$ cat config.mk
export PLATFORM = sky130hd
export DESIGN_NAME = gold_parity_monitor
export DESIGN_NICKNAME = d
export VERILOG_FILES = /design/src/rtl/gpm_pkg.sv /design/src/rtl/gpm_sig_reduce.sv /design/src/rtl/gpm_period_timer.sv /design/src/rtl/gpm_verdict.sv /design/src/rtl/gold_parity_monitor.sv
export SDC_FILE = /design/constraint.sdc
export NUM_CORES = 1
export LEC_CHECK = 0
export ABC_AREA = 1
export ABC_CLOCK_PERIOD_IN_PS = 8200
export BUFFER_PORTS_ARGS = -buffer_cell sky130_fd_sc_hd__buf_2
export CORE_AREA = 2 2 154 156
export DETAILED_ROUTE_END_ITERATION = 10
export DIE_AREA = 0 0 156 158
export PLACE_DENSITY_LB_ADDON = 0.2
export SLEW_MARGIN = 20
export SYNTH_ARGS = -nofsm -noshare
export SYNTH_HDL_FRONTEND = slang
export SYNTH_SLANG_ARGS = --single-unit
$ cat constraint.sdc
create_clock -name clk -period 8.2 [get_ports clk]
set_input_delay 0.82 -clock clk [delete_from_list [all_inputs] [get_ports clk]]
set_output_delay 0.82 -clock clk [all_outputs]
set_load 0.05 [all_outputs]
$ cat src/rtl/gpm_pkg.sv
// Shared types for the golden parity monitor.
// Assumes nothing beyond standard SystemVerilog packed structs.
package gpm_pkg;

    // Sticky error state held by the verdict stage
    typedef struct packed {
        logic halt;
        logic underrun;
    } gpm_flags_t;

endpackage

$ cat src/rtl/gpm_sig_reduce.sv
// Folds NUM_SIG signatures into one composite parity bit.
// Each signature contributes the XOR of its mask-selected bits.
// Assumes sig_mask is quasi-static configuration; the path is purely combinational.
module gpm_sig_reduce #(
    parameter int unsigned NUM_SIG = 4,
    parameter int unsigned SIG_W   = 16
) (
    input  logic [NUM_SIG*SIG_W-1:0] sig_bus,
    input  logic [NUM_SIG*SIG_W-1:0] sig_mask,
    output logic                     comp_parity
);

    logic [NUM_SIG-1:0] sig_par;

    // One masked XOR tree per signature
    for (genvar gi = 0; gi < NUM_SIG; gi++) begin : g_sig
        logic [SIG_W-1:0] picked;
        assign picked      = sig_bus[gi*SIG_W +: SIG_W] & sig_mask[gi*SIG_W +: SIG_W];
        assign sig_par[gi] = ^picked;
    end

    // Composite bit over all signatures
    assign comp_parity = ^sig_par;

endmodule

$ cat src/rtl/gpm_period_timer.sv
// Free-running cycle index plus a phase counter that produces the compare strobe.
// Strobe fires when the phase has reached period-1 (period 0 acts as 1),
// then the phase wraps to zero. A shortened period takes effect at once.
// Assumes synchronous active-low reset.
module gpm_period_timer #(
    parameter int unsigned PER_W = 16,
    parameter int unsigned CYC_W = 32
) (
    input  logic             clk,
    input  logic             rst_n,
    input  logic [PER_W-1:0] period,
    output logic             strobe,
    output logic [CYC_W-1:0] cyc
);

    logic [PER_W-1:0] phase;
    logic [PER_W-1:0] last_phase;

    // Terminal phase value for the current period setting
    always_comb begin
        last_phase = (period == '0) ? '0 : period - 1'b1;
    end

    assign strobe = (phase >= last_phase);

    // Phase advances each cycle and restarts after a strobe
    always_ff @(posedge clk) begin
        if (!rst_n) begin
            phase <= '0;
        end else if (strobe) begin
            phase <= '0;
        end else begin
            phase <= phase + 1'b1;
        end
    end

    // Cycle index since reset release
    always_ff @(posedge clk) begin
        if (!rst_n) begin
            cyc <= '0;
        end else begin
            cyc <= cyc + 1'b1;
        end
    end

    // every strobe restarts the phase count
    p_wrap_after_strobe_r4: assert property (@(posedge clk) disable iff (!rst_n)
        strobe |=> (phase == '0));

    // the cycle index advances by exactly one per clock
    p_cyc_step_r4: assert property (@(posedge clk) disable iff (!rst_n)
        $past(rst_n) |-> (cyc == $past(cyc) + 1'b1));

endmodule

$ cat src/rtl/gpm_verdict.sv
// Compares the composite parity with the golden bit on each strobe.
// First mismatch sets a sticky halt and captures the cycle index; after that
// no golden bit is consumed. A strobe without a valid golden bit sets a
// sticky underrun flag instead of comparing. Assumes synchronous active-low reset.
module gpm_verdict
    import gpm_pkg::*;
#(
    parameter int unsigned CYC_W = 32
) (
    input  logic             clk,
    input  logic             rst_n,
    input  logic             strobe,
    input  logic             comp_parity,
    input  logic             gold_bit,
    input  logic             gold_valid,
    input  logic [CYC_W-1:0] cyc,
    output logic             gold_ack,
    output gpm_flags_t       flags,
    output logic [CYC_W-1:0] mismatch_cycle
);

    logic compare_now;
    logic miss_now;

    // Compare happens only on a strobe with data available, before any halt
    always_comb begin
        compare_now = strobe && gold_valid && !flags.halt;
        miss_now    = compare_now && (gold_bit != comp_parity);
    end

    assign gold_ack = compare_now;

    // Sticky halt and first-failure capture
    always_ff @(posedge clk) begin
        if (!rst_n) begin
            flags.halt     <= 1'b0;
            mismatch_cycle <= '0;
        end else if (miss_now) begin
            flags.halt     <= 1'b1;
            mismatch_cycle <= cyc;
        end
    end

    // Sticky underrun when a strobe finds no golden bit
    always_ff @(posedge clk) begin
        if (!rst_n) begin
            flags.underrun <= 1'b0;
        end else if (strobe && !gold_valid && !flags.halt) begin
            flags.underrun <= 1'b1;
        end
    end

    // halt never drops without reset
    p_halt_sticky_r6: assert property (@(posedge clk) disable iff (!rst_n)
        flags.halt |=> flags.halt);

    // halt rises only after a consumed golden bit
    p_halt_cause_r6: assert property (@(posedge clk) disable iff (!rst_n)
        $rose(flags.halt) |-> $past(strobe && gold_valid));

    // captured index frozen once halted
    p_capture_hold_r7: assert property (@(posedge clk) disable iff (!rst_n)
        flags.halt |=> $stable(mismatch_cycle));

    // underrun rises only after a strobe without golden data
    p_underrun_cause_r8: assert property (@(posedge clk) disable iff (!rst_n)
        $rose(flags.underrun) |-> $past(strobe && !gold_valid));

endmodule

$ cat src/rtl/gold_parity_monitor.sv
// Top of the golden parity monitor: parity reduction, period timer, verdict.
// Assumes the golden source holds gold_bit/gold_valid until gold_ack and that
// all inputs are synchronous to clk.
module gold_parity_monitor
    import gpm_pkg::*;
#(
    parameter int unsigned NUM_SIG = 4,
    parameter int unsigned SIG_W   = 16,
    parameter int unsigned PER_W   = 16,
    parameter int unsigned CYC_W   = 32
) (
    input  logic                     clk,
    input  logic                     rst_n,
    input  logic [NUM_SIG*SIG_W-1:0] sig_bus,
    input  logic [NUM_SIG*SIG_W-1:0] sig_mask,
    input  logic [PER_W-1:0]         period,
    input  logic                     gold_bit,
    input  logic                     gold_valid,
    output logic                     gold_ack,
    output logic                     check_strobe,
    output logic                     comp_parity,
    output logic                     halt,
    output logic                     underrun,
    output logic [CYC_W-1:0]         mismatch_cycle
);

    logic [CYC_W-1:0] cyc;
    gpm_flags_t       flags;

    gpm_sig_reduce #(
        .NUM_SIG (NUM_SIG),
        .SIG_W   (SIG_W)
    ) u_reduce (
        .sig_bus     (sig_bus),
        .sig_mask    (sig_mask),
        .comp_parity (comp_parity)
    );

    gpm_period_timer #(
        .PER_W (PER_W),
        .CYC_W (CYC_W)
    ) u_timer (
        .clk    (clk),
        .rst_n  (rst_n),
        .period (period),
        .strobe (check_strobe),
        .cyc    (cyc)
    );

    gpm_verdict #(
        .CYC_W (CYC_W)
    ) u_verdict (
        .clk            (clk),
        .rst_n          (rst_n),
        .strobe         (check_strobe),
        .comp_parity    (comp_parity),
        .gold_bit       (gold_bit),
        .gold_valid     (gold_valid),
        .cyc            (cyc),
        .gold_ack       (gold_ack),
        .flags          (flags),
        .mismatch_cycle (mismatch_cycle)
    );

    assign halt     = flags.halt;
    assign underrun = flags.underrun;

endmodule

==> results.md, run 1 <==
* layout filler cell count: 2555
* max-slew violation total from the final report: 0
* Internal Power: 760 uW
* Critical Path End Type: primary output
* Sum Neg Setup Slack: 0 ns
* Hold/Removal Path Class: flop to flop
* origin of the critical flop-to-flop path: u_timer.phase[1]
* number of storage elements in the synthesis netlist: 82
* number of warnings printed during yosys synthesis: 0
* total wirelength of the detailed-routed design: 15900 microns
* synthesized instance count: 1139
* final weighted congestion of routability-driven global placement: 0.804
* antenna violations before repair: 1
* first-pass GRT wire length: 27400 microns
* number of cell rows: 56
* xor/xnor share of the synthesized area: 3.05%
* wire length per cell after detailed routing: 9.86 microns
* result of the run: complete, no violations
* launch point of the worst hold path: u_timer.cyc[0]
* Die Width: 156 microns
* part of the power in the clock network: 41.7%
* number of detailed-route iterations in the first pass: 4
* cts hold-fix bufs: 0
* clock tree from TritonCTS: built
* Overall Global Routing Usage: 13.5%
* count of clock tree sinks: 82
* I/O Pins: 185
* violation count after the first detailed-route iteration: 272
* Req. time, crit path: 7.38 ns
* count of distinct cell types in the synthesized netlist: 35
* fraction of power spent switching nets: 29.6%
* number of cells upsized or downsized after cts: 0
* highest fanout seen on the critical path: 34
* layout cells sized above 1: 18.0%
* area share of fa/ha/maj cells after synthesis: 3.96%
* post-route antenna net violation count: 0
* pin count of the biggest net entering global routing: 56
* total CTS buffers: 9
* final non-filler cell area: 7860 sq um
* average cell area after synthesis: 5.55 sq um
* power share of the sequential group: 37.3%
* crit path DAT: 4.72 ns
* commonest non-fill, non-tap cell in the layout: sky130_fd_sc_hd__nand2_1
* instance area after placement: 7520 sq um
* Worst Clk Skew: 0.0164 ns
* Comb pwr share: 21.0%
* post-synthesis simple-gate area fraction: 47.7%
* vias in the first global route: 6263
* type of element launching the critical path: input port
* most area-consuming cells after synthesis: sky130_fd_sc_hd__nand2_1 (31%), sky130_fd_sc_hd__dfxtp_1 (26%), sky130_fd_sc_hd__inv_1 (11%), sky130_fd_sc_hd__nor2_1 (5.0%), sky130_fd_sc_hd__ha_1 (4.0%)
* mux cell area share after synthesis: 0%
* highest-count cells in the layout ignoring fill and taps: sky130_fd_sc_hd__nand2_1 (521), sky130_fd_sc_hd__inv_1 (189), sky130_fd_sc_hd__buf_2 (184)
* relative max-transition margin: 32.3%
* buffers from clock root to sink, at most: 2
* area share of the leading cell type in the synthesized netlist: 30.9%
* Crit. Startpoint: period[2]
* IO buf count: 184
* Total Die Area: 24600 sq um
* measured slew at the worst slew-check pin: 1.01 ns
* synthesized net count: 1307
* area delta synth->final: 24.2%
* count of antenna diodes in the layout: 0
* register clock-pin slew on the reported worst setup and hold paths: 0.06 ns
* die height: 158 microns
* cell accounting for the most synthesized area: sky130_fd_sc_hd__nand2_1
* part of the Yosys area used for sequential elements: 26.0%
* Peak Freq: 0.181 GHz
* switching power: 320 uW
* number of setup buffers added after CTS: 0
* source-to-sink clock delay at the later pin of the worst-skew pair: 0.35 ns
* total gr overflow: 0
* starting density of the core: 27.4%
* leakage power: 0.00433 uW
* main combinational cell family by area after synthesis: simple AND/OR/NAND/NOR gates
* count of final setup violators: 0
* master cell of the clock root buffer: sky130_fd_sc_hd__clkbuf_16
* number of vias per cell after detailed routing: 4.24
* final critical-path required period: 5.54 ns
* detailed placer's ending HPWL: 12700 microns
* worst voltage drop across the vdd grid: 0.0000875 V
* htree depth: 3
* register-to-register setup slack: 4.91 ns
* detailed-route via count: 6822
* number of maximum-capacitance violations: 0
* combined area of all synthesized cells: 6320 sq um
* post-synthesis compound-gate area fraction: 6.01%
* total count of hold-check failures in the final report: 0
* setup repair after global routing missed its margin: no
* P per Cell Area: 138 nW/um^2
* kind of critical path: input port to primary output
* remaining design rule violation count: 0
* Worst Hold Slack: 0.449 ns
* area of the core region: 23100 sq um
* share of the clock period used by the worst path: 67.6%
* nets@finish: 1482
-- Yosys cell counts (all sizes together) --
cell type,number
inv,201
buf,11
a21oi,42
nand3b,1
nor2,91
dfxtp,82
nand3,33
a211oi,2
nor3b,4
clkbuf,9
ha,20
o211ai,1
xor2,12
or3,2
xnor2,10
a31oi,2
or2,2
clkinv,1
o21ai,24
o21a,2
nor3,18
nand2,525
nand4,39
nor4,5
-- worst paths after layout --
kind                                                endpoint  cells after the start
worst max-delay path                                gold_ack                     20
worst min-delay path                          u_timer.cyc[0]                      1
worst max register to register  u_verdict.mismatch_cycle[22]                     13
worst min register to register                u_timer.cyc[0]                      1
-- routing by layer --
metal,vias to the layer above,routed length (microns),global-route usage (%)
met2,153,7150,23.5
met5,-,11,0
met3,8,889,3.37
met1,2847,7720,16.6
li1,3812,-,-
met4,2,97,3.41
-- cell families (layout without fill, tap and decap cells) --
logic type               Yosys count  after routing
AO/OA/AOI/OAI                     73             73
XOR/XNOR                          22             22
adder cells (fa/ha/maj)           20             20
buffers and inverters            222            402
flip-flops                        82             82
AND/OR/NAND/NOR                  720            720
-- cell type report --
| class | count | area (sq um) | area share (%) |
|---|---|---|---|
| Clock buffer | 10 | 239 | 3.04 |
| Timing Repair Buffer | 184 | 921 | 11.7 |
| Clock inverter | 6 | 96.3 | 1.23 |
| Sequential cell | 82 | 1640 | 20.9 |
| Inverter | 202 | 758 | 9.65 |
| Tap cell | 290 | 363 | 4.62 |
| Multi-Input combinational cell | 835 | 3840 | 48.9 |
-- power groups by stage --
stage | Combinational (uW) | Sequential (uW) | Clock, uW
after floorplan | 159 | 411 | 0
after global placement | 225 | 412 | 0
after detailed placement | 230 | 412 | 0
after CTS | 231 | 403 | 473
after global routing | 267 | 403 | 489
final | 227 | 403 | 451
-- registers in the layout (all words and copies together) (netlist names) --
| name | cells |
|---|---|
| u_timer.cyc | 32 |
| u_verdict.flags | 2 |
| u_verdict.mismatch_cycle | 32 |
| u_timer.phase | 16 |
-- through the flow --
stage                     utilization, %  setup slack [ns]  cells  power [uW]
final                               34.1              2.66   1609        1080
after global routing                34.1              2.19   1609        1160
after CTS                           34.1              2.65   1609        1110
after detailed placement            32.6              2.67   1593         642
after global placement              32.6              2.72   1593         637
after floorplan                        -              3.12   1139         571
-- worst max-delay path: stages --
cell	delay (ns)
sky130_fd_sc_hd__buf_2	0.12
sky130_fd_sc_hd__nor2_1	0.09
sky130_fd_sc_hd__nand2_1	0.08
sky130_fd_sc_hd__nor3_1	0.25
sky130_fd_sc_hd__nand2_1	0.13
sky130_fd_sc_hd__or3_1	0.39
sky130_fd_sc_hd__nor3_2	0.22
sky130_fd_sc_hd__nand3_1	0.13
sky130_fd_sc_hd__xnor2_1	0.16
sky130_fd_sc_hd__nand2_1	0.07
sky130_fd_sc_hd__ha_1	0.30
sky130_fd_sc_hd__nand2_1	0.09
sky130_fd_sc_hd__inv_1	0.04
sky130_fd_sc_hd__nand3_1	0.08
sky130_fd_sc_hd__inv_1	0.05
sky130_fd_sc_hd__a21oi_1	0.19
sky130_fd_sc_hd__nand3_1	0.15
sky130_fd_sc_hd__nand3_1	0.10
sky130_fd_sc_hd__clkinv_1	0.77
sky130_fd_sc_hd__buf_2	0.52
No activity file was read; power rests on OpenSTA's default activity.
==> inputs of run 2 (changes only) <==
Settings changed: ABC_CLOCK_PERIOD_IN_PS 8200 to 5100.
Clock period 8.2 ns to 5.1 ns, I/O delays scaled along.
==> run 2 against run 1 <==
- combinational power is 63% higher
- clock power is 51% higher
- worst hold slack worse by 0.0018 ns
- critical path depth stayed put
- global-route usage is 0.054 points higher
- clock skew is 0.0060 ns lower
- cell count is 0.12% higher
- die area stayed put
==> results.md, run 2 (synthesis gave the netlist of run 1 again) <==
* cts hold-fix bufs: 0
* vias in the first global route: 6451
* max-slew violation total from the final report: 0
* Peak Freq: 0.243 GHz
* type of element launching the critical path: input port
* number of vias per cell after detailed routing: 4.22
* layout filler cell count: 2608
* combined area of the multi-input logic cells: 3840 sq um
* Sum Neg Setup Slack: 0 ns
* Die Width: 156 microns
* crit path DAT: 3.61 ns
* detailed-route via count: 6803
* number of cell rows: 56
* area delta synth->final: 24.1%
* Overall Global Routing Usage: 13.5%
* master cell of the clock root buffer: sky130_fd_sc_hd__clkbuf_16
* pin count of the biggest net entering global routing: 56
* register-to-register setup slack: 2.78 ns
* source-to-sink clock delay at the later pin of the worst-skew pair: 0.35 ns
* kind of critical path: input port to primary output
* die height: 158 microns
* commonest non-fill, non-tap cell in the layout: sky130_fd_sc_hd__nand2_1
* post-route antenna net violation count: 0
* Total Die Area: 24600 sq um
* highest-count cells in the layout ignoring fill and taps: sky130_fd_sc_hd__nand2_1 (521), sky130_fd_sc_hd__inv_1 (189), sky130_fd_sc_hd__buf_2 (184)
* number of cells upsized or downsized after cts: 0
* launch point of the worst hold path: u_timer.cyc[0]
* antenna violations before repair: 1
* number of maximum-capacitance violations: 0
* detailed placer's ending HPWL: 12700 microns
* I/O Pins: 185
* violation count after the first detailed-route iteration: 258
* Hold/Removal Path Class: flop to flop
* htree depth: 3
* register area: 1640 sq um
* Final Power: 1700 uW
* total wirelength of the detailed-routed design: 16000 microns
* remaining design rule violation count: 0
* relative max-transition margin: 35.4%
* wire length per cell after detailed routing: 9.93 microns
* register clock-pin slew on the reported worst setup and hold paths: 0.06 ns
* final critical-path required period: 4.12 ns
* starting density of the core: 27.4%
* area of the core region: 23100 sq um
* Critical Path End Type: primary output
* IO buf count: 184
* clock tree from TritonCTS: built
* P per Cell Area: 217 nW/um^2
* total CTS buffers: 9
* layout cells sized above 1: 18.1%
* number of setup buffers added after CTS: 0
* buffers from clock root to sink, at most: 2
* worst voltage drop across the vdd grid: 0.000143 V
* Crit. Startpoint: period[2]
* final weighted congestion of routability-driven global placement: 0.804
* number of detailed-route iterations in the first pass: 4
* largest registers: u_timer.cyc (32), u_verdict.mismatch_cycle (32), u_timer.phase (16)
* reg2reg path depth: 15
* total count of hold-check failures in the final report: 0
* setup repair after global routing missed its margin: no
* worst hold path depth: 1
* count of clock tree sinks: 82
* end of the worst hold path: u_timer.cyc[0]
* count of final setup violators: 0
* measured slew at the worst slew-check pin: 0.969 ns
* count of antenna diodes in the layout: 0
* origin of the critical flop-to-flop path: u_timer.phase[0]
* total gr overflow: 0
* share of the clock period used by the worst path: 80.7%
* leakage power: 0.00433 uW
* Req. time, crit path: 4.59 ns
* nets@finish: 1484
* Worst Clk Skew: 0.0104 ns
* highest fanout seen on the critical path: 4
* result of the run: complete, no violations
* worst r2r dst: u_verdict.mismatch_cycle[9]
* first-pass GRT wire length: 27600 microns
==> run 2: per-layer routing <==
| layer | wire length (microns) | share of wire, % | global-route usage (%) | up-vias |
|---|---|---|---|---|
| li1 | - | - | - | 3819 |
| met1 | 7830 | 49 | 16.6 | 2816 |
| met2 | 7040 | 44 | 23.7 | 150 |
| met3 | 890 | 5.6 | 3.04 | 16 |
| met4 | 214 | 1.3 | 3.80 | 2 |
| met5 | 11 | 0.069 | 0 | - |
==> run 2: through the flow <==
stage          worst slack, ns  hold slack [ns]  cell area (sq um)  util [%]  cells
6_report                 0.982            0.448               7850      34.0   1611
5_1_grt                  0.612            0.470               7850      34.0   1611
4_1_cts                  0.975            0.453               7850      34.0   1611
3_5_place_dp             0.988            0.439               7540      32.7   1595
3_3_place_gp              1.10            0.430               7540      32.7   1595
2_1_floorplan            0.642            0.417               6320         -   1139
==> run 2: critical path: stages <==
cell and delay [ns]:
sky130_fd_sc_hd__buf_2 0.12, sky130_fd_sc_hd__nor2_1 0.09, sky130_fd_sc_hd__nand2_1 0.08, sky130_fd_sc_hd__nor3_1 0.24
sky130_fd_sc_hd__nand2_1 0.14, sky130_fd_sc_hd__or3_1 0.39, sky130_fd_sc_hd__nor3_2 0.23, sky130_fd_sc_hd__nand3_1 0.14
sky130_fd_sc_hd__xnor2_1 0.16, sky130_fd_sc_hd__nand2_1 0.07, sky130_fd_sc_hd__ha_1 0.30, sky130_fd_sc_hd__nand2_1 0.06
sky130_fd_sc_hd__inv_1 0.05, sky130_fd_sc_hd__nand3_1 0.07, sky130_fd_sc_hd__nor3_1 0.20, sky130_fd_sc_hd__nand3_1 0.13
sky130_fd_sc_hd__nand3_1 0.15, sky130_fd_sc_hd__nand3_1 0.09, sky130_fd_sc_hd__clkinv_1 0.11, sky130_fd_sc_hd__buf_2 0.28
==> run 2: layout make-up <==
type	count	area share, %
clock buffer	10	3.04
clock inverter	6	0.925
inverter	202	9.66
multi-input combinational	835	48.9
sequential	82	20.9
tap	290	4.62
timing repair buffer	186	11.9
==> run 2: worst max-delay path by stage <==
stage               cells past startpoint  endpoint  slack [ns]
global placement                       20  gold_ack        1.10
global route                           20  gold_ack        0.61
floorplan                              19  gold_ack        0.64
CTS                                    20  gold_ack        0.98
detailed placement                     20  gold_ack        0.99
finish                                 20  gold_ack        0.98
==> run 2: power breakdown <==
group	internal (uW)	switching, uW
sequential	644	3.35
combinational	132	239
clock	400	282
total	1180	524
